## src/rtl/sysclk_pkg.sv

```systemverilog
package sysclk_pkg;
  localparam int DW     = 16;
  localparam int SRC_W  = 2;
  localparam int N_SRC  = 1 << SRC_W;
  localparam int DIV_W  = 2;
  localparam logic [DW-1:0] KEY = 16'h0096;
  localparam logic [SRC_W-1:0] RST_SRC = '0;

  typedef enum logic [1:0] {
    A_PROT = 2'd0,
    A_CFG  = 2'd1,
    A_KEEP = 2'd2,
    A_RSVD = 2'd3
  } reg_addr_e;

  typedef struct packed {
    logic             wk_mode;
    logic [DIV_W-1:0] wk_div;
    logic [SRC_W-1:0] wk_src;
    logic [DIV_W-1:0] div;
    logic [SRC_W-1:0] src;
  } clk_cfg_t;

  localparam int CFG_W = $bits(clk_cfg_t);
endpackage

```

## src/rtl/sysclk_prot.sv

```systemverilog
module sysclk_prot
  import sysclk_pkg::*;
(
  input  logic          clk_i,
  input  logic          rst_ni,
  input  logic          wr_i,
  input  logic [DW-1:0] wdata_i,
  output logic [DW-1:0] prot_o,
  output logic          unlock_o
);
  logic [DW-1:0] prot_q;

  always_ff @(posedge clk_i or negedge rst_ni) begin
    if (!rst_ni)   prot_q <= '0;
    else if (wr_i) prot_q <= wdata_i;
  end

  assign prot_o   = prot_q;
  assign unlock_o = (prot_q == KEY);
endmodule

```

## src/rtl/sysclk_cfg.sv

```systemverilog
module sysclk_cfg
  import sysclk_pkg::*;
(
  input  logic             clk_i,
  input  logic             rst_ni,
  input  logic             wr_cfg_i,
  input  logic             wr_keep_i,
  input  logic             unlock_i,
  input  logic [CFG_W-1:0] wdata_i,
  input  logic             sleep_req_i,
  input  logic             deep_i,
  input  logic             wake_i,
  output clk_cfg_t         cfg_o,
  output logic [N_SRC-1:0] keep_o,
  output logic             asleep_o,
  output logic             restart_o
);
  clk_cfg_t         cfg_q, cfg_d;
  logic [N_SRC-1:0] keep_q, keep_d;
  logic             asleep_q, asleep_d;
  logic             cfg_acc, keep_acc, wake_go;

  assign cfg_acc  = wr_cfg_i && unlock_i;
  assign keep_acc = wr_keep_i && unlock_i;
  assign wake_go  = asleep_q && wake_i;

  always_comb begin
    cfg_d    = cfg_q;
    keep_d   = keep_q;
    asleep_d = asleep_q;
    if (cfg_acc)  cfg_d  = clk_cfg_t'(wdata_i);
    if (keep_acc) keep_d = wdata_i[N_SRC-1:0];
    if (!asleep_q && sleep_req_i && deep_i) begin
      asleep_d = 1'b1;
    end else if (wake_go) begin
      asleep_d = 1'b0;
      // alternate setting on exit, write data loses to it
      if (cfg_d.wk_mode) begin
        cfg_d.src = cfg_d.wk_src;
        cfg_d.div = cfg_d.wk_div;
      end
    end
  end

  always_ff @(posedge clk_i or negedge rst_ni) begin
    if (!rst_ni) begin
      cfg_q     <= '{wk_mode: 1'b0, wk_div: '0, wk_src: '0, div: '0, src: RST_SRC};
      keep_q    <= '0;
      asleep_q  <= 1'b0;
    end else begin
      cfg_q     <= cfg_d;
      keep_q    <= keep_d;
      asleep_q  <= asleep_d;
    end
  end

  assign cfg_o     = cfg_q;
  assign keep_o    = keep_q;
  assign asleep_o  = asleep_q;
  assign restart_o = cfg_acc || wake_go;
endmodule

```

## src/rtl/sysclk_div.sv

```systemverilog
module sysclk_div #(
  parameter int DIV_W = 2
) (
  input  logic             clk_i,
  input  logic             rst_ni,
  input  logic [DIV_W-1:0] div_i,
  input  logic             hold_i,
  input  logic             restart_i,
  output logic             en_o
);
  localparam int CNT_W = (1 << DIV_W) - 1;

  logic [CNT_W-1:0] cnt_q, lim;

  // ratio 2**div, terminal count 2**div - 1
  assign lim = ~({CNT_W{1'b1}} << div_i);

  always_ff @(posedge clk_i or negedge rst_ni) begin
    if (!rst_ni)                cnt_q <= '0;
    else if (hold_i || restart_i) cnt_q <= '0;
    else if (cnt_q >= lim)      cnt_q <= '0;
    else                        cnt_q <= cnt_q + 1'b1;
  end

  assign en_o = !hold_i && (cnt_q == '0);
endmodule

```

## src/rtl/sysclk_ctrl.sv

```systemverilog
module sysclk_ctrl
  import sysclk_pkg::*;
(
  input  logic             clk_i,
  input  logic             rst_ni,
  input  logic             wr_en_i,
  input  logic [1:0]       addr_i,
  input  logic [DW-1:0]    wdata_i,
  output logic [DW-1:0]    rdata_o,
  input  logic             sleep_req_i,
  input  logic             deep_i,
  input  logic             wake_i,
  output logic [N_SRC-1:0] src_run_o,
  output logic [SRC_W-1:0] sel_src_o,
  output logic [DIV_W-1:0] sel_div_o,
  output logic             asleep_o,
  output logic             sys_clk_en_o
);
  logic [DW-1:0]    prot;
  logic             unlock;
  clk_cfg_t         cfg;
  logic [N_SRC-1:0] keep;
  logic             asleep, restart;

  sysclk_prot i_prot (
    .clk_i    (clk_i),
    .rst_ni   (rst_ni),
    .wr_i     (wr_en_i && addr_i == A_PROT),
    .wdata_i  (wdata_i),
    .prot_o   (prot),
    .unlock_o (unlock)
  );

  sysclk_cfg i_cfg (
    .clk_i       (clk_i),
    .rst_ni      (rst_ni),
    .wr_cfg_i    (wr_en_i && addr_i == A_CFG),
    .wr_keep_i   (wr_en_i && addr_i == A_KEEP),
    .unlock_i    (unlock),
    .wdata_i     (wdata_i[CFG_W-1:0]),
    .sleep_req_i (sleep_req_i),
    .deep_i      (deep_i),
    .wake_i      (wake_i),
    .cfg_o       (cfg),
    .keep_o      (keep),
    .asleep_o    (asleep),
    .restart_o   (restart)
  );

  sysclk_div #(.DIV_W(DIV_W)) i_div (
    .clk_i     (clk_i),
    .rst_ni    (rst_ni),
    .div_i     (cfg.div),
    .hold_i    (asleep),
    .restart_i (restart),
    .en_o      (sys_clk_en_o)
  );

  for (genvar i = 0; i < N_SRC; i++) begin : g_run
    assign src_run_o[i] = asleep ? keep[i] : (cfg.src == SRC_W'(i));
  end

  always_comb begin
    unique case (addr_i)
      A_PROT:  rdata_o = prot;
      A_CFG:   rdata_o = {{(DW-CFG_W){1'b0}}, cfg};
      A_KEEP:  rdata_o = {{(DW-N_SRC){1'b0}}, keep};
      default: rdata_o = '0;
    endcase
  end

  assign sel_src_o = cfg.src;
  assign sel_div_o = cfg.div;
  assign asleep_o  = asleep;
endmodule

```

## config.mk

```make
export PLATFORM = sky130hd
export DESIGN_NAME = sysclk_ctrl
export DESIGN_NICKNAME = d
export VERILOG_FILES = /design/src/rtl/sysclk_pkg.sv /design/src/rtl/sysclk_prot.sv /design/src/rtl/sysclk_cfg.sv /design/src/rtl/sysclk_div.sv /design/src/rtl/sysclk_ctrl.sv
export SDC_FILE = /design/constraint.sdc
export NUM_CORES = 1
export LEC_CHECK = 0
export ABC_AREA = 1
export BUFFER_PORTS_ARGS = -buffer_cell sky130_fd_sc_hd__clkbuf_2
export CAP_MARGIN = 20
export CORE_UTILIZATION = 52
export DETAILED_ROUTE_END_ITERATION = 16
export PLACE_DENSITY = 0.79
export SETUP_SLACK_MARGIN = 0.15
export SKIP_LAST_GASP = 1
export SYNTH_ARGS = -nofsm -noshare
export SYNTH_HDL_FRONTEND = slang
export SYNTH_SLANG_ARGS = --single-unit
```

## constraint.sdc

```tcl
create_clock -name clk_i -period 2 [get_ports clk_i]
set_clock_uncertainty 0.05 [all_clocks]
set_input_delay 0.2 -clock clk_i [delete_from_list [all_inputs] [get_ports clk_i]]
set_output_delay 0.2 -clock clk_i [all_outputs]
set_load 0.02 [all_outputs]
```

==> Implementation_results.wiki <==
{| class="wikitable"
! Metric !! Value
|-
| Number of buffer cells added on primary ports || between 40 and 50
|-
| Maximum capacitance violations || 0
|-
| Critical Path RT || between 2 and 2.5 ns
|-
| Post-synthesis cell type count || 27
|-
| Clock input transition at the sequential cells of the worst setup and hold paths || 0.09 ns
|-
| Inserted Diodes || 0
|-
| Final Net Count || between 300 and 400
|-
| Most common flop cell mapped by yosys || sky130_fd_sc_hd__dfrtp_1
|-
| Die footprint || 3700 sq um
|-
| Clock H-tree levels || 2
|-
| CP Class || flip-flop to flip-flop
|-
| Setup-failing EPs final || 0
|-
| Cell count of the worst hold path || 3
|-
| Nature of the critical path endpoint || flip-flop
|-
| Effective utilization at floorplan || between 50% and 60%
|-
| Actual transition at the worst max-transition pin || slightly above 0.8 ns
|-
| Buffer depth of the longest clock path || 2
|-
| Outcome || complete, no violations
|-
| Fraction of final layout cells with drive strength greater than 1 || 25.8%
|-
| Hold/Removal Path Class || input pin to flip-flop
|-
| Number of antenna violations at the first check in global routing || 0
|-
| Die extent in x || between 60 and 70 microns
|-
| Drt wl/cell || approximately 12 microns
|-
| Fill count || 314
|-
| Remaining Overflow, GRT || 0
|-
| TritonCTS Buffers || 5
|-
| Area of the multi-input gates || approximately 800 sq um
|-
| Final-layout setup total negative slack || 0 ns
|-
| Smallest hold slack || 0.0300 ns
|-
| Power Dens Cells || about 670 nW/um^2
|-
| Post-synthesis cell area || between 1500 and 2000 sq um
|-
| Synth top area share || between 40% and 50%
|-
| Total count of max-transition violations in the final report || 0
|-
| Cell type contributing the most total cell area after synthesis || sky130_fd_sc_hd__dfrtp_1
|-
| Minimum clock period || about 1.7 ns
|-
| Clock sink total || 33
|-
| Share of flip-flops with an asynchronous set or reset after synthesis || 100%
|-
| Number of placement rows || 21
|-
| Crit-path max FO || 5
|-
| Clock tree from TritonCTS || yes
|-
| DRC violation total after the first TritonRoute iteration || 82
|-
| Wirelength, routed || 3990 microns
|-
| Via-to-Cell Ratio || 5.00
|-
| Last weighted congestion value of the routability-driven placer || around 0.87
|-
| Achievable clock frequency || about 0.6 GHz
|-
| Largest net degree at the start of global routing || 34
|-
| Pre-Repair DR Iteration Count || 4
|-
| GRT Total Usage || a little under a quarter
|-
| Average size of a mapped cell || roughly 8.1 sq um
|-
| Via count of the first global-routing pass || roughly 1400
|-
| Total of warnings raised by yosys || 0
|-
| Area contributors post-synth || sky130_fd_sc_hd__dfrtp_1 46%, sky130_fd_sc_hd__nand2_1 10%, sky130_fd_sc_hd__inv_1 6.7%
|-
| Post-synthesis net count || 252
|-
| EDFF count, synth || 0
|-
| Synthesis-to-layout area growth || 17.7%
|-
| Unrepaired setup endpoints after global routing || false
|-
| Crit share post-route || roughly 83%
|-
| Routed vias || roughly 1600
|-
| Data arrival time at the worst-slack endpoint || 1.88 ns
|-
| Sequential cell area fraction in the yosys report || a little under half
|-
| Endpoints failing hold || 0
|-
| Wire length of the first global-routing pass || about 6200 microns
|-
| Most used standard cell by instance count after synthesis || sky130_fd_sc_hd__nand2_1
|-
| Overall die height || between 60 and 70 microns
|-
| P_leak || 1.12 nW
|-
| Synth Instances || 223
|-
| Register area || between 800 and 900 sq um
|-
| Worst-skew pair later-pin latency || 0.33 ns
|-
| Synth Register Bits || 33
|-
| Highest ir drop seen on vdd || roughly 0.40 mV
|-
| Buffers inserted by post-CTS timing repair || 0
|-
| Kind of start point of the critical path || flip-flop
|-
| Count of pins on the block boundary || 50
|-
| Drt drc || 0
|-
| Post-route ant nets || 0
|-
| Most instantiated cells after synthesis || 50 x sky130_fd_sc_hd__nand2_1, 33 x sky130_fd_sc_hd__dfrtp_1, 32 x sky130_fd_sc_hd__inv_1, 29 x sky130_fd_sc_hd__nor2_1, 13 x sky130_fd_sc_hd__o21ai_0
|-
| R2R cell count || 7
|-
| Clock tree root buffer cell || sky130_fd_sc_hd__clkbuf_4
|-
| Relative slew margins || between 40% and 50%
|-
| Core area || between 3000 and 4000 sq um
|-
| Final HPWL DP || 2990 microns
|}
## kinds of logic (layout without fill, tap and decap cells)
logic type / after synthesis / count (layout) / synth area share [%]
simple gates: 105 / 105 / 26.3
buf+inv: 40 / 92 / 9.65
compound gates: 35 / 35 / 11.7
flops: 33 / 33 / 45.8
fa+ha+maj: 5 / 5 / 3.47
mux: 4 / 4 / 2.50
xor+xnor: 1 / 1 / 0.486
## power by group
group          switching [W]  internal [W]  total (W)
clock               0.000212      0.000140   0.000352
combinational       0.000188      0.000101   0.000289
sequential         0.0000440      0.000726   0.000770
## through the flow
stage	power (W)	instances	setup slack [ns]	util (%)	cell area, sq um
CTS	0.00142	321	0.290	63.6	2120
global placement	0.00106	312	0.394	61.8	2060
global route	0.00149	321	0.195	63.6	2120
floorplan	0.000954	223	0.438	-	1800
finish	0.00141	321	0.343	63.6	2120
detailed placement	0.00107	312	0.348	61.8	2060
## sequential cells by signal (all words and copies together) (netlist names)
name	flops
i_prot.prot_o	16
i_cfg.asleep_o	1
i_div.cnt_q	3
i_cfg.keep_o	4
i_cfg.cfg_o	9
## metal layers
layer	up-vias	wire length, microns	track usage [%]
met4	0	58	7.79
met2	46	1900	38.8
met3	5	188	6.61
met1	736	1850	29.7
met5	-	0	0
li1	817	-	-
## layout by cell type, fill, tap and decap left out
| master | netlist | layout |
|---|---|---|
| sky130_fd_sc_hd__xnor2_1 | 1 | 1 |
| sky130_fd_sc_hd__nand3_1 | 9 | 9 |
| sky130_fd_sc_hd__o21ai_2 | 2 | 2 |
| sky130_fd_sc_hd__dfrtp_1 | 33 | 33 |
| sky130_fd_sc_hd__nor2_1 | 29 | 29 |
| sky130_fd_sc_hd__clkinv_1 | 1 | 1 |
| sky130_fd_sc_hd__a21oi_1 | 9 | 9 |
| sky130_fd_sc_hd__mux2_2 | 4 | 4 |
| sky130_fd_sc_hd__o21ai_1 | 2 | 3 |
| sky130_fd_sc_hd__or2_2 | 1 | 1 |
| sky130_fd_sc_hd__nand2_1 | 50 | 50 |
| sky130_fd_sc_hd__a22o_1 | 4 | 4 |
| sky130_fd_sc_hd__buf_4 | 4 | 1 |
| sky130_fd_sc_hd__nor2_4 | 3 | 3 |
| sky130_fd_sc_hd__o21ai_0 | 13 | 12 |
| sky130_fd_sc_hd__nand2_2 | 4 | 4 |
| sky130_fd_sc_hd__o211ai_1 | 2 | 2 |
| sky130_fd_sc_hd__clkbuf_4 | 0 | 5 |
| sky130_fd_sc_hd__nand3_4 | 1 | 1 |
| sky130_fd_sc_hd__ha_1 | 5 | 5 |
| sky130_fd_sc_hd__o221ai_1 | 2 | 2 |
| sky130_fd_sc_hd__clkbuf_1 | 1 | 3 |
| sky130_fd_sc_hd__nor2_2 | 1 | 1 |
| sky130_fd_sc_hd__nand4_1 | 7 | 7 |
| sky130_fd_sc_hd__o22ai_1 | 1 | 1 |
| sky130_fd_sc_hd__dlygate4sd3_1 | 0 | 1 |
| sky130_fd_sc_hd__inv_1 | 32 | 32 |
| sky130_fd_sc_hd__clkbuf_2 | 0 | 49 |
## critical path: stages (launching register included)
cell and delay [ns]:
sky130_fd_sc_hd__dfrtp_1 0.42, sky130_fd_sc_hd__or2_2 0.30, sky130_fd_sc_hd__ha_1 0.28, sky130_fd_sc_hd__o21ai_1 0.14, sky130_fd_sc_hd__nand2_1 0.06, sky130_fd_sc_hd__a21oi_1 0.12, sky130_fd_sc_hd__nand3_1 0.12, sky130_fd_sc_hd__nor2_1 0.10
## final timing paths
check | from | endpoint | slack [ns]
setup / recovery | i_cfg.cfg_o[3] | i_div.cnt_q[0] | 0.34
hold / removal | sleep_req_i | i_cfg.asleep_o | 0.03
setup reg to reg | i_cfg.cfg_o[3] | i_div.cnt_q[0] | 0.34
hold reg to reg | i_div.cnt_q[0] | i_div.cnt_q[0] | 0.41
max in group asynchronous | rst_ni | i_prot.prot_o[9] | 0.96
min in group asynchronous | rst_ni | i_div.cnt_q[0] | 0.43
## timing repair
| action | in CTS | in global routing |
|---|---|---|
| resized for setup | 0 | 1 |
| setup endpoints to repair | 0 | 3 |
| endpoints found under the hold margin | 33 | 0 |
| hold buffers | 1 | 0 |
## area by class of cell
type                            instances  share of cell area (%)
Sequential cell                        33                    38.9
Multi-Input combinational cell        150                    37.8
Timing Repair Buffer                   51                    12.4
Inverter                               33                    5.84
Tap cell                               46                    2.71
Clock buffer                            8                    2.30
(Power assumes the default switching activity.)
